===== src/rtl/spi_port_pkg.sv =====
package spi_port_pkg;
  localparam int BYTE_W = 8;
  localparam int EDGES  = 2 * BYTE_W;

  localparam logic [1:0] SEL_CTRL = 2'd0;
  localparam logic [1:0] SEL_STAT = 2'd1;
  localparam logic [1:0] SEL_DATA = 2'd2;

  localparam int CTL_IRQ  = 7;
  localparam int CTL_EN   = 6;
  localparam int CTL_MST  = 5;
  localparam int CTL_CPOL = 4;
  localparam int CTL_CPHA = 3;

  localparam int STA_DONE  = 7;
  localparam int STA_WCOL  = 6;
  localparam int STA_FAULT = 4;

  typedef struct packed {
    logic load;      // take host byte into the shift register
    logic shiftOut;  // advance transmit register by one bit
    logic sampleIn;  // capture one received bit
    logic finish;    // last edge: publish received byte
  } dpStrobe_t;
endpackage


===== src/rtl/spi_port_dp.sv =====
module spi_port_dp
  import spi_port_pkg::*;
(
  input  logic              clk,
  input  logic              rstN,
  input  dpStrobe_t         strobe,
  input  logic [BYTE_W-1:0] wrData,
  input  logic              inBit,
  output logic              txBit,
  output logic [BYTE_W-1:0] rxByte
);
  logic [BYTE_W-1:0] txShift;
  logic [BYTE_W-1:0] rxShift;
  logic [BYTE_W-1:0] rxNext;
  logic [BYTE_W-1:0] readBuf;

  assign rxNext = strobe.sampleIn ? {rxShift[BYTE_W-2:0], inBit} : rxShift;
  assign txBit  = txShift[BYTE_W-1];
  assign rxByte = readBuf;

  always_ff @(posedge clk or negedge rstN) begin
    if (!rstN) begin
      txShift <= '0;
      rxShift <= '0;
      readBuf <= '0;
    end else begin
      if (strobe.load)
        txShift <= wrData;
      else if (strobe.shiftOut)
        txShift <= {txShift[BYTE_W-2:0], 1'b0};
      rxShift <= rxNext;
      if (strobe.finish)
        readBuf <= rxNext;
    end
  end
endmodule


===== src/rtl/spi_port_ctrl.sv =====
module spi_port_ctrl
  import spi_port_pkg::*;
#(
  parameter int DIV_STEPS   = 6,
  parameter int SYNC_STAGES = 2
) (
  input  logic              clk,
  input  logic              rstN,
  input  logic              freeze,
  input  logic              wrEn,
  input  logic              rdEn,
  input  logic [1:0]        regSel,
  input  logic [BYTE_W-1:0] wrData,
  input  logic              sckIn,
  input  logic              mosiIn,
  input  logic              misoIn,
  input  logic              ssN,
  input  logic [BYTE_W-1:0] rxByte,
  output logic [BYTE_W-1:0] rdData,
  output logic              irq,
  output logic              sckOut,
  output logic [BYTE_W-1:0] ctrlQ,
  output logic [BYTE_W-1:0] statusQ,
  output logic              xferActive,
  output dpStrobe_t         strobe,
  output logic              inBit
);
  localparam int MAX_RATE = DIV_STEPS - 1;
  localparam int DIV_W    = $clog2(2 << MAX_RATE);
  localparam int CNT_W    = $clog2(EDGES + 1);

  logic [SYNC_STAGES-1:0] sckSync, mosiSync, ssSync;
  logic sckPrev;
  logic doneQ, wcolQ, faultQ, doneArm, faultArm;
  logic mBusy, sckLevel;
  logic [CNT_W-1:0] edgeCnt, edgeNum;
  logic [DIV_W-1:0] divCnt;
  logic [DIV_W:0]   halfLen;
  logic [2:0]       rateEff;

  logic isMaster, isSlave, cpha, cpol, ssLow, slaveSel;
  logic divHit, edgeEv, oddEdge, lastEdge;
  logic wrCtrl, wrDat, rdStat, rdDat, dataAcc, faultEv, dataAccept, startM;

  assign isMaster = ctrlQ[CTL_EN] & ctrlQ[CTL_MST];
  assign isSlave  = ctrlQ[CTL_EN] & ~ctrlQ[CTL_MST];
  assign cpha     = ctrlQ[CTL_CPHA];
  assign cpol     = ctrlQ[CTL_CPOL];
  assign ssLow    = ~ssSync[SYNC_STAGES-1];
  assign slaveSel = isSlave & ssLow;

  assign rateEff = (ctrlQ[2:0] > 3'(MAX_RATE)) ? 3'(MAX_RATE) : ctrlQ[2:0];
  assign halfLen = (DIV_W+1)'(2) << rateEff;
  assign divHit  = ({1'b0, divCnt} == halfLen - (DIV_W+1)'(1));

  assign edgeEv   = ~freeze & (isMaster ? (mBusy & divHit)
                                        : (slaveSel & (sckSync[SYNC_STAGES-1] ^ sckPrev)));
  assign edgeNum  = edgeCnt + CNT_W'(1);
  assign oddEdge  = edgeNum[0];
  assign lastEdge = (edgeNum == CNT_W'(EDGES));

  assign xferActive = isMaster ? mBusy : (isSlave & (edgeCnt != '0));

  assign wrCtrl  = ~freeze & wrEn & (regSel == SEL_CTRL);
  assign wrDat   = ~freeze & wrEn & (regSel == SEL_DATA);
  assign rdStat  = ~freeze & rdEn & (regSel == SEL_STAT);
  assign rdDat   = ~freeze & rdEn & (regSel == SEL_DATA);
  assign dataAcc = wrDat | rdDat;
  assign faultEv = ~freeze & isMaster & ssLow;
  assign dataAccept = wrDat & ~xferActive;
  assign startM  = dataAccept & isMaster & ~faultEv;

  assign strobe.load     = dataAccept;
  assign strobe.shiftOut = edgeEv & (cpha ? (oddEdge & (edgeNum != CNT_W'(1))) : ~oddEdge);
  assign strobe.sampleIn = edgeEv & (cpha ? ~oddEdge : oddEdge);
  assign strobe.finish   = edgeEv & lastEdge;

  assign inBit   = isMaster ? misoIn : mosiSync[SYNC_STAGES-1];
  assign statusQ = {doneQ, wcolQ, 1'b0, faultQ, 4'b0000};
  assign irq     = ctrlQ[CTL_IRQ] & (doneQ | faultQ);
  assign sckOut  = mBusy ? sckLevel : cpol;

  always_comb begin
    case (regSel)
      SEL_CTRL: rdData = ctrlQ;
      SEL_STAT: rdData = statusQ;
      SEL_DATA: rdData = rxByte;
      default:  rdData = '0;
    endcase
  end

  always_ff @(posedge clk or negedge rstN) begin
    if (!rstN) begin
      sckSync  <= '0;
      mosiSync <= '0;
      ssSync   <= '1;
      sckPrev  <= 1'b0;
      ctrlQ    <= '0;
      doneQ    <= 1'b0;
      wcolQ    <= 1'b0;
      faultQ   <= 1'b0;
      doneArm  <= 1'b0;
      faultArm <= 1'b0;
      mBusy    <= 1'b0;
      sckLevel <= 1'b0;
      edgeCnt  <= '0;
      divCnt   <= '0;
    end else if (!freeze) begin
      sckSync  <= {sckSync[SYNC_STAGES-2:0], sckIn};
      mosiSync <= {mosiSync[SYNC_STAGES-2:0], mosiIn};
      ssSync   <= {ssSync[SYNC_STAGES-2:0], ssN};
      sckPrev  <= sckSync[SYNC_STAGES-1];

      if (wrCtrl) ctrlQ <= wrData;
      if (faultEv) begin
        ctrlQ[CTL_EN]  <= 1'b0;
        ctrlQ[CTL_MST] <= 1'b0;
      end

      if (faultEv) faultQ <= 1'b1;
      else if (wrCtrl && faultArm) faultQ <= 1'b0;
      if (rdStat) faultArm <= faultQ;
      else if (wrCtrl) faultArm <= 1'b0;

      if (strobe.finish) doneQ <= 1'b1;
      else if (dataAcc && doneArm) doneQ <= 1'b0;
      if (wrDat && xferActive) wcolQ <= 1'b1;
      else if (dataAcc && doneArm) wcolQ <= 1'b0;
      if (rdStat) doneArm <= doneQ | wcolQ;
      else if (dataAcc) doneArm <= 1'b0;

      if (!isMaster || faultEv) mBusy <= 1'b0;
      else if (startM) mBusy <= 1'b1;
      else if (strobe.finish) mBusy <= 1'b0;

      if (!(isMaster ? mBusy : slaveSel)) edgeCnt <= '0;
      else if (edgeEv) edgeCnt <= lastEdge ? '0 : edgeNum;

      if (!mBusy || divHit) divCnt <= '0;
      else divCnt <= divCnt + DIV_W'(1);

      if (!mBusy) sckLevel <= cpol;
      else if (edgeEv) sckLevel <= ~sckLevel;
    end
  end
endmodule


===== src/rtl/spi_port.sv =====
module spi_port
  import spi_port_pkg::*;
#(
  parameter int DIV_STEPS   = 6,
  parameter int SYNC_STAGES = 2
) (
  input  logic       clk,
  input  logic       rstN,
  input  logic       freeze,
  input  logic [1:0] regSel,
  input  logic       wrEn,
  input  logic       rdEn,
  input  logic [7:0] wrData,
  output logic [7:0] rdData,
  output logic       irq,
  input  logic       sckIn,
  output logic       sckOut,
  output logic       sckOe,
  input  logic       mosiIn,
  output logic       mosiOut,
  output logic       mosiOe,
  input  logic       misoIn,
  output logic       misoOut,
  output logic       misoOe,
  input  logic       ssN
);
  dpStrobe_t         strobe;
  logic [BYTE_W-1:0] ctrlQ, statusQ, rxByte;
  logic              xferActive, inBit, txBit;

  spi_port_ctrl #(.DIV_STEPS(DIV_STEPS), .SYNC_STAGES(SYNC_STAGES)) u_ctrl (
    .clk(clk), .rstN(rstN), .freeze(freeze), .wrEn(wrEn), .rdEn(rdEn),
    .regSel(regSel), .wrData(wrData), .sckIn(sckIn), .mosiIn(mosiIn),
    .misoIn(misoIn), .ssN(ssN), .rxByte(rxByte), .rdData(rdData), .irq(irq),
    .sckOut(sckOut), .ctrlQ(ctrlQ), .statusQ(statusQ), .xferActive(xferActive),
    .strobe(strobe), .inBit(inBit)
  );

  spi_port_dp u_dp (
    .clk(clk), .rstN(rstN), .strobe(strobe), .wrData(wrData),
    .inBit(inBit), .txBit(txBit), .rxByte(rxByte)
  );

  assign sckOe   = ctrlQ[CTL_EN] & ctrlQ[CTL_MST];
  assign mosiOe  = sckOe;
  assign mosiOut = txBit;
  assign misoOut = txBit;
  assign misoOe  = ctrlQ[CTL_EN] & ~ctrlQ[CTL_MST] & ~ssN;
endmodule


===== config.mk =====
export PLATFORM = sky130hd
export DESIGN_NAME = spi_port
export DESIGN_NICKNAME = d
export VERILOG_FILES = /design/src/rtl/spi_port_pkg.sv /design/src/rtl/spi_port_dp.sv /design/src/rtl/spi_port_ctrl.sv /design/src/rtl/spi_port.sv
export SDC_FILE = /design/constraint.sdc
export NUM_CORES = 1
export LEC_CHECK = 0
export BUFFER_PORTS_ARGS = -buffer_cell sky130_fd_sc_hd__clkbuf_2
export CAP_MARGIN = 20
export CORE_MARGIN = 3
export CORE_UTILIZATION = 53
export DETAILED_ROUTE_END_ITERATION = 16
export PLACE_DENSITY = 0.72
export SYNTH_ARGS = -nofsm -noshare
export SYNTH_HDL_FRONTEND = slang
export SYNTH_SLANG_ARGS = --single-unit

===== constraint.sdc =====
create_clock -name clk -period 2.7 [get_ports clk]
set_clock_uncertainty 0.2 [all_clocks]
set_input_delay 0.135 -clock clk [delete_from_list [all_inputs] [get_ports clk]]
set_output_delay 0.135 -clock clk [all_outputs]
set_load 0.02 [all_outputs]

==> flow_metrics.py, run 1 <==
metrics = {
    "yosys": {
        "ys_seq_elements": 57,
        "synth_area_leaders": "dfrtp_1 (44%), mux2_2 (7.1%), mux2i_1 (7.0%)",
        "avgSynthCellArea_um2": 9.77,
        "yosysTopAreaCell": "dfrtp_1",
        "synth_cells": 323,
        "synth-edff-count": 0,
        "syn_nets": 347,
        "synthArstFlopShare": 1.00,
        "synthDistinctLibCells": 52,
        "synth_area_mm2": 0.00315,
        "synth_top_area_share": 0.436,
        "ys_seq_area_frac": 0.453,
        "synth_ff_type": "dfrtp_1",
        "synth_common_cells": "dfrtp_1 (55), nor2_1 (32), nand2_1 (28), a21oi_1 (22), mux2i_1 (22)",
        "yosysMostFrequentCell": "dfrtp_1",
        "yosysWarnings": 0,
    },
    "setup_path": {
        "crit_type": "reg -> reg",
        "cp_common_cell": "or3_4",
        "critPathSlowestCell": "or4_1",
        "cp_num_buf_inv": 0,
        "worstPathRequired_ns": 2.72,
        "startpoint_type": "flop",
        "worstPathArrival_ns": 2.58,
        "crit_family": "simple AND/OR/NAND/NOR gates",
        "rrSetupSlack_ns": 0.14,
        "endpoint_kind": "flop",
        "cpPeakStageDelay_ns": 0.52,
        "path_max_fanout": 7,
        "crit_chain": "or4_1 -> o22ai_1 -> a31oi_1 -> or3_4 -> or3_4 -> o221a_1",
    },
    "placed_design": {
        "numPortBuffers": 33,
        "dpl.hpwl_um": 5300,
        "place.gp.congestion": 0.855,
    },
    "global_routing": {
        "grt_overflow": 0,
        "grt_antenna_before_repair": 0,
        "grt_pass1_vias": 2631,
        "grt_pass1_wl_um": 12500,
        "grt_max_degree": 27,
        "track_usage": 0.226,
    },
    "clock_tree": {
        "clockBufferDepth": 2,
        "cts_root_buf": "clkbuf_8",
        "cts_buffers": 9,
        "clkSinkCount": 57,
        "clock_latency_ns": 0.33,
        "cts_tree": "yes",
        "clk_pin_slew_ns": 0.07,
        "postCtsSetupBuffers": 0,
        "cts_max_level": 3,
    },
    "drt": {
        "drtIter0Drc": 182,
        "dr.pass1.iters": 4,
        "wl_per_cell_um": 15.9,
        "drc_errors": 0,
        "drt-vias-per-instance": 5.75,
        "num_vias": 2620,
        "drt-total-wl_um": 7250,
        "ant_nets": 0,
    },
    "floorplanning": {
        "dieArea_mm2": 0.00691,
        "die_h_um": 83.1,
        "die_w_um": 83.1,
        "core.rowCount": 27,
        "start_util": 0.559,
        "ios": 34,
        "core_area_mm2": 0.00564,
    },
    "worst_hold_path": {
        "hold_class": "in -> reg",
    },
    "timing": {
        "setup_viol": 0,
        "whs_ns": 0.0518,
        "hold_violations": 0,
        "relSlewSlack": 0.564,
        "clock.fmax_mhz": 391,
        "worstMarginPinSlew_ns": 0.646,
        "grt_setup_unrepaired": "false",
        "drv_slew": 0,
        "period_share": 0.946,
        "final.setup.tns_ns": 0,
        "period_minus_slack_ns": 2.56,
    },
    "final_layout": {
        "num-nets-final": 403,
        "num_antenna_cells": 0,
        "syn2layout_area_growth_pct": 20.0,
        "utilization": 0.671,
        "drive_above_1_share": 0.247,
    },
    "pwr": {
        "ir_drop_mv": 0.350,
        "p_leak_uw": 0.00175,
        "power_density_mw_per_mm2": 672,
        "p_total_uw": 2540,
    },
    "run_status": {
        "status": "finished clean",
    },
    "job": {
        "max-cap-violations": 0,
    },
}
worst reg2reg max path, stage by stage (launching register included):
cell,delay [ns]
dfrtp_1,0.37
or4_1,0.52
o22ai_1,0.17
a31oi_1,0.08
or3_4,0.44
or3_4,0.43
o221a_1,0.24
where the power goes:
| group | switching (uW) | internal (uW) | total (uW) |
|---|---|---|---|
| Clock | 334 | 379 | 713 |
| Sequential | 101 | 970 | 1070 |
| Combinational | 411 | 347 | 758 |
| Total | 847 | 1700 | 2540 |
sequential cells by signal (all words and copies together) (netlist names):
signal           cells
u_ctrl.ctrlQ         8
u_ctrl.divCnt        6
u_ctrl.doneArm       1
u_ctrl.doneQ         1
u_ctrl.edgeCnt       5
u_ctrl.faultArm      1
u_ctrl.faultQ        1
u_ctrl.mBusy         1
u_ctrl.mosiSync      2
u_ctrl.sckLevel      1
u_ctrl.sckPrev       1
u_ctrl.sckSync       2
u_ctrl.ssSync        2
u_ctrl.wcolQ         1
u_dp.rxByte          8
u_dp.rxShift         8
u_dp.txShift         8
layout make-up:
class	count	area, um^2
Fill cell	444	1860
Multi-Input combinational cell	233	1600
Sequential cell	57	1430
Timing Repair Buffer	67	453
Clock buffer	13	159
Tap cell	72	90.1
Inverter	11	41.3
Clock inverter	3	15.0
cell families after synthesis:
| group | count (synthesis) | synth area share |
|---|---|---|
| multiplexers | 42 | 0.141 |
| adder cells (fa/ha/maj) | 5 | 0.0198 |
| XOR/XNOR | 7 | 0.0194 |
| buffers and inverters | 33 | 0.0436 |
| AO/OA/AOI/OAI | 74 | 0.163 |
| AND/OR/NAND/NOR | 105 | 0.160 |
| flip-flops | 57 | 0.453 |
path summary, 6_finish.rpt:
check                                 from          endpoint  cells past startpoint
setup reg to reg           u_ctrl.ctrlQ[0]   u_dp.txShift[3]                      6
hold reg to reg            u_ctrl.faultArm   u_ctrl.faultArm                      1
hold / removal                        wrEn      u_ctrl.wcolQ                      4
min in group asynchronous             rstN   u_dp.txShift[5]                      2
setup / recovery           u_ctrl.ctrlQ[0]   u_dp.txShift[3]                      6
max in group asynchronous             rstN  u_ctrl.ssSync[1]                      3
timing repair:
action                                 4_1_cts  5_1_grt
hold buffers                                13        0
setup endpoints to repair                    0        7
gates resized for setup                      0        1
endpoints found under the hold margin       40        0
cells in the final DEF (no fill, tap or decap), types with 4 or more instances in the layout:
cell type      instances
ha_1                   5
inv_1                 11
o31ai_1                8
clkbuf_2              33
nor3_1                12
a22o_1                 5
o221a_1                7
mux2_2                20
dlygate4sd3_1         13
nand2b_1               4
buf_4                 21
o21ai_0               11
nand2_1               28
a21oi_1               22
clkbuf_8              11
or3_1                  6
dfrtp_1               55
mux2i_1               22
nor2_1                32
xnor2_1                5
metal layers:
metal  vias to the layer above  routed length (um)  track usage
li1                       1275                   -            -
met1                      1273                3520        0.316
met2                        62                3320        0.346
met3                        10                 315       0.0516
met4                         0                  99       0.0817
met5                         -                   0            0
through the flow:
stage	setup slack [ns]	cells	instance area [um^2]
5_1_grt	0.0397	456	3780
6_report	0.145	456	3780
3_5_place_dp	0.0721	427	3480
2_1_floorplan	0.140	323	3150
4_1_cts	0.0706	456	3780
3_3_place_gp	0.109	427	3480
No activity file was read; power rests on OpenSTA's default activity.
==> inputs of run 2 (changes only) <==
PLACE_DENSITY = 0.79   (was 0.72)
==> run 2 against run 1 <==
Critical path depth stayed put. Worst hold slack worse by 0.014 ns. Via count is 2.3% higher. Fmax is 0.17% lower. Final cell count is 0.22% higher. First-iteration DRC count is 9.3% higher. Highest routed layer unchanged. Cell area is 0.13% higher. Largest cell class unchanged. Critical path type unchanged. Non-clock buffer count is 1 higher. Core utilization is 0.089 points higher. Register-to-register slack hardly changed. Critical endpoint is now u_dp.txShift[2].
==> flow_metrics.py, run 2 (synthesis results as in run 1) <==
metrics = {
    "final_layout": {
        "multi_input_area_mm2": 0.00160,
        "final_cell_mix": "dfrtp_1 (55), clkbuf_2 (33), nor2_1 (32)",
        "nFillCells": 456,
        "drive_above_1_share": 0.244,
        "final_common_cell": "dfrtp_1",
        "seq_area_mm2": 0.00143,
        "num_antenna_cells": 0,
        "finish.instance_area_mm2": 0.00379,
        "num-nets-final": 404,
        "syn2layout_area_growth_pct": 20.2,
    },
    "global_routing": {
        "grt_antenna_before_repair": 0,
        "grt_pass1_vias": 2549,
        "grt_max_degree": 58,
        "track_usage": 0.224,
        "grt_pass1_wl_um": 12300,
        "grt_overflow": 0,
    },
    "drt": {
        "drtIter0Drc": 199,
        "drc_errors": 0,
        "wl_per_cell_um": 16.2,
        "drt-vias-per-instance": 5.86,
        "dr.pass1.iters": 4,
        "drt-total-wl_um": 7410,
        "num_vias": 2679,
        "ant_nets": 0,
    },
    "pwr": {
        "switching_share": 0.328,
        "p_sw_uw": 832,
        "combPwrFrac": 0.298,
        "p_int_uw": 1700,
        "p_leak_uw": 0.00175,
        "power_density_mw_per_mm2": 668,
        "p_clk_frac": 0.277,
        "ir_drop_mv": 0.397,
        "p_seq_frac": 0.425,
    },
    "clock_tree": {
        "clkSinkCount": 57,
        "postCtsSetupBuffers": 0,
        "clk_pin_slew_ns": 0.06,
        "cts_buffers": 9,
        "clockBufferDepth": 2,
        "cts_max_level": 3,
        "clock_latency_ns": 0.35,
        "cts_tree": "yes",
        "cts_root_buf": "clkbuf_8",
    },
    "timing": {
        "final.setup.tns_ns": 0,
        "period_share": 0.948,
        "clock.fmax_mhz": 391,
        "worstMarginPinSlew_ns": 0.698,
        "drv_slew": 0,
        "grt_setup_unrepaired": "false",
        "relSlewSlack": 0.534,
        "setup_viol": 0,
        "hold_violations": 0,
        "period_minus_slack_ns": 2.56,
    },
    "setup_path": {
        "endpoint_kind": "flop",
        "timing.rr.end": "u_dp.txShift[2]",
        "ff2ff_path_depth": 6,
        "crit-reg2reg-launch": "u_ctrl.ctrlQ[0]",
        "cpPeakStageDelay_ns": 0.51,
        "crit_type": "reg -> reg",
        "worstPathRequired_ns": 2.72,
        "rrSetupSlack_ns": 0.14,
        "path_max_fanout": 7,
        "critPathSlowestCell": "or4_1",
        "cp_common_cell": "or3_4",
        "startpoint_type": "flop",
        "worstPathArrival_ns": 2.58,
        "crit_chain": "or4_1 -> o22ai_1 -> a31oi_1 -> or3_4 -> or3_4 -> o221a_1",
    },
    "floorplanning": {
        "dieArea_mm2": 0.00691,
        "die_w_um": 83.1,
        "die_h_um": 83.1,
        "start_util": 0.559,
        "ios": 34,
        "core_area_mm2": 0.00564,
        "core.rowCount": 27,
    },
    "worst_hold_path": {
        "hold_class": "in -> reg",
        "min_to": "u_ctrl.wcolQ",
        "worstHoldStart": "wrEn",
        "min_path_cells": 4,
    },
    "placed_design": {
        "place.gp.congestion": 0.850,
        "place_area_mm2": 0.00348,
        "numPortBuffers": 33,
        "dpl.hpwl_um": 5230,
    },
    "job": {
        "max-cap-violations": 0,
    },
    "run_status": {
        "status": "finished clean",
    },
}
run 2: changes by cell type in the layout (fill, tap and decap cells not counted):
| cell | delta |
|---|---|
| clkbuf_1 | +2 |
| clkinv_2 | -2 |
| buf_4 | +1 |
run 2: area by class of cell:
class | instances | area share
Tap cell | 72 | 0.0238
Timing Repair Buffer | 68 | 0.121
Multi-Input combinational cell | 233 | 0.422
Inverter | 11 | 0.0109
Sequential cell | 57 | 0.377
Clock inverter | 1 | 0.00132
Clock buffer | 15 | 0.0439
run 2: critical path: cells and delay by family (launching register included):
family	cells	cell delay [ns]
simple gates	3	1.37
compound gates	3	0.52
flops	1	0.36
run 2: routing by layer:
| metal | part of all wire | routed length, um | global-route usage | vias up |
|---|---|---|---|---|
| li1 | - | - | - | 1278 |
| met1 | 0.44 | 3250 | 0.293 | 1306 |
| met2 | 0.48 | 3550 | 0.353 | 78 |
| met3 | 0.052 | 385 | 0.0714 | 17 |
| met4 | 0.030 | 226 | 0.0728 | 0 |
| met5 | 0 | 0 | 0 | - |
run 2: power by group through the flow:
| stage | Combinational [uW] | Clock (uW) | Sequential, uW |
|---|---|---|---|
| 2_1_floorplan | 497 | 0 | 1060 |
| 3_3_place_gp | 720 | 0 | 1080 |
| 3_5_place_dp | 734 | 0 | 1090 |
| 4_1_cts | 753 | 717 | 1070 |
| 5_1_grt | 825 | 757 | 1090 |
| 6_report | 755 | 702 | 1070 |
run 2: metrics by stage:
stage               worst slack (ns)  utilization  power [uW]  instances  hold slack (ns)
global route                  0.0344        0.672        2670        457           0.0612
CTS                           0.0573        0.671        2540        457           0.0366
global placement               0.116        0.617        1800        428            0.122
finish                         0.140        0.672        2530        457           0.0377
floorplan                      0.140            -        1560        323           -0.361
detailed placement            0.0821        0.617        1820        428            0.117
run 2: how the worst max path moves through the flow:
stage	slack (ns)	depth (start not counted)	from	end
6_report	0.14	6	u_ctrl.ctrlQ[0]	u_dp.txShift[2]
2_1_floorplan	0.14	7	u_ctrl.ctrlQ[0]	u_dp.txShift[1]
4_1_cts	0.06	6	u_ctrl.ctrlQ[0]	u_dp.txShift[3]
3_5_place_dp	0.08	6	u_ctrl.ctrlQ[0]	u_dp.txShift[1]
5_1_grt	0.03	6	u_ctrl.mBusy	u_dp.rxShift[7]
3_3_place_gp	0.12	6	u_ctrl.ctrlQ[0]	u_dp.txShift[7]
run 2: what timing repair did:
action	in CTS	in global routing
endpoints found under the hold margin	75	0
resized for setup	0	1
setup endpoints to repair	0	7
hold buffers	13	0
==> inputs of run 3 (changes only) <==
BUFFER_PORTS_ARGS = default   (was -buffer_cell sky130_fd_sc_hd__clkbuf_2)
CORE_UTILIZATION = 57   (was 53)
CTS_BUF_LIST = sky130_fd_sc_hd__clkbuf_16   (was default)
DONT_BUFFER_PORTS = 1   (was default)
PLACE_DENSITY = 0.78   (was 0.79)
==> run 3 against run 2 <==
Critical path depth stayed put. Fmax is 1.8% lower. Flip-flop and latch count stayed put. Total power is 22% higher. Die area is 6.5% lower. Cell area is 2.8% higher. First-iteration DRC count is 33% higher. Clock-buffer cell count is 6 lower. Worst setup slack worse by 0.047 ns. Routed wire length is 6.3% higher. Final cell count is 5.9% lower. Largest cell class unchanged.
==> flow_metrics.py, run 3 (synthesis results as in run 1) <==
metrics = {
    "placed_design": {
        "numPlacedInstances": 392,
        "place.gp.congestion": 0.867,
        "dpl.hpwl_um": 4980,
        "post-place-ws_ns": 0.0826,
        "numPortBuffers": 0,
    },
    "drt": {
        "drc_errors": 0,
        "wl_per_cell_um": 18.3,
        "num_vias": 2659,
        "drt-total-wl_um": 7880,
        "drtIter0Drc": 264,
        "dr.pass1.iters": 5,
        "ant_nets": 0,
        "drt-vias-per-instance": 6.18,
    },
    "job": {
        "max-cap-violations": 0,
    },
    "pwr": {
        "p_leak_uw": 0.00173,
        "p_sw_uw": 891,
        "p_seq_frac": 0.351,
        "combPwrFrac": 0.235,
        "p_int_uw": 2190,
        "switching_share": 0.289,
        "p_clk_frac": 0.414,
        "ir_drop_mv": 0.426,
        "p_total_uw": 3080,
        "power_density_mw_per_mm2": 791,
    },
    "setup_path": {
        "ff2ff_path_depth": 6,
        "rrSetupSlack_ns": 0.09,
        "crit_type": "reg -> reg",
        "endpoint_kind": "flop",
        "path_max_fanout": 7,
        "timing.rr.end": "u_dp.txShift[1]",
        "worstPathArrival_ns": 2.62,
        "crit_path_start": "u_ctrl.ctrlQ[0]",
        "crit-reg2reg-launch": "u_ctrl.ctrlQ[0]",
        "startpoint_type": "flop",
        "crit_end": "u_dp.txShift[1]",
        "worstPathRequired_ns": 2.71,
    },
    "global_routing": {
        "grt_pass1_wl_um": 12600,
        "track_usage": 0.262,
        "grt_antenna_before_repair": 0,
        "grt_max_degree": 58,
        "grt_overflow": 0,
        "grt_pass1_vias": 2570,
    },
    "clock_tree": {
        "clock_latency_ns": 0.33,
        "clkSinkCount": 57,
        "postCtsSetupBuffers": 0,
        "cts_root_buf": "clkbuf_16",
        "cts_tree": "yes",
        "clockBufferDepth": 2,
        "cts_buffers": 9,
        "clk_pin_slew_ns": 0.05,
        "cts_max_level": 3,
    },
    "final_layout": {
        "final_common_cell": "dfrtp_1",
        "utilization": 0.744,
        "num_antenna_cells": 0,
        "final_cell_mix": "dfrtp_1 (55), nor2_1 (32), nand2_1 (28)",
        "drive_above_1_share": 0.181,
        "syn2layout_area_growth_pct": 23.6,
        "num-nets-final": 379,
        "fin_cells": 430,
    },
    "floorplanning": {
        "die_h_um": 80.4,
        "dieArea_mm2": 0.00646,
        "core_area_mm2": 0.00524,
        "die_w_um": 80.4,
        "start_util": 0.602,
        "core.rowCount": 26,
        "ios": 34,
    },
    "timing": {
        "clock.fmax_mhz": 384,
        "period_minus_slack_ns": 2.61,
        "drv_slew": 0,
        "relSlewSlack": 0.384,
        "worstMarginPinSlew_ns": 0.921,
        "setup_viol": 0,
        "final.setup.tns_ns": 0,
        "grt_setup_unrepaired": "false",
        "hold_violations": 0,
        "period_share": 0.965,
        "setup_slack_ns": 0.0933,
    },
    "run_status": {
        "status": "finished clean",
    },
    "worst_hold_path": {
        "worstHoldStart": "regSel[0]",
        "hold_class": "in -> reg",
    },
}
[run 3: cell types whose count changed in the layout (fill, tap and decap cells not counted), moves of 2 or more]
cell           previous run  this run
clkbuf_16                 0         9
dlygate4sd3_1            13        21
clkbuf_1                  4         0
clkbuf_2                 33         0
buf_4                    22        20
clkbuf_8                 11         0
bufinv_16                 0         3
[run 3: critical path, stage by stage (launching register included)]
cell	delay, ns
dfrtp_1	0.36
or4_1	0.57
o22ai_2	0.17
a31oi_1	0.08
or3_4	0.43
or3_4	0.43
o221a_1	0.25
[run 3: routing by layer]
| layer | wire [um] | vias up | GRT usage |
|---|---|---|---|
| met5 | 0 | - | 0 |
| met4 | 178 | 0 | 0.110 |
| met3 | 531 | 17 | 0.0874 |
| met2 | 3720 | 112 | 0.411 |
| met1 | 3450 | 1305 | 0.331 |
| li1 | - | 1225 | - |
[run 3: power by group through the flow]
stage | clock network [uW] | logic (uW) | registers, uW
6_report | 1270 | 725 | 1080
5_1_grt | 1330 | 788 | 1100
3_3_place_gp | 0 | 634 | 1080
2_1_floorplan | 0 | 497 | 1060
4_1_cts | 1290 | 711 | 1080
3_5_place_dp | 0 | 644 | 1090
[run 3: how the worst min path moves through the flow]
| stage | endpoint | slack (ns) | cells past startpoint |
|---|---|---|---|
| 2_1_floorplan | u_ctrl.ctrlQ[0] | -0.36 | 0 |
| 3_3_place_gp | u_dp.txShift[4] | -0.36 | 0 |
| 3_5_place_dp | u_dp.txShift[4] | -0.36 | 0 |
| 4_1_cts | u_ctrl.ctrlQ[2] | 0.004 | 4 |
| 5_1_grt | u_ctrl.ctrlQ[2] | 0.04 | 4 |
| 6_report | u_ctrl.ctrlQ[2] | 0.02 | 4 |
[run 3: stage by stage]
| step | hold WS [ns] | area (um^2) |
|---|---|---|
| after detailed placement | -0.359 | 3310 |
| final | 0.0150 | 3900 |
| after global placement | -0.359 | 3310 |
| after CTS | 0.00372 | 3880 |
| after floorplan | -0.361 | 3150 |
| after global routing | 0.0372 | 3900 |
[run 3: repair_timing]
| item | 4_1_cts | 5_1_grt |
|---|---|---|
| hold buffers | 22 | 0 |
| endpoints found under the setup margin | 0 | 9 |
| endpoints found under the hold margin | 100 | 0 |
| resized for setup | 0 | 4 |
[run 3: area by class of cell]
cell class	count	area, um^2
multi-input cells	233	1610
flip-flops and latches	57	1430
fillers	354	1340
repair buffers	43	399
clock buffers	9	225
clock inverters	7	110
well taps	70	87.6
inverters	11	41.3
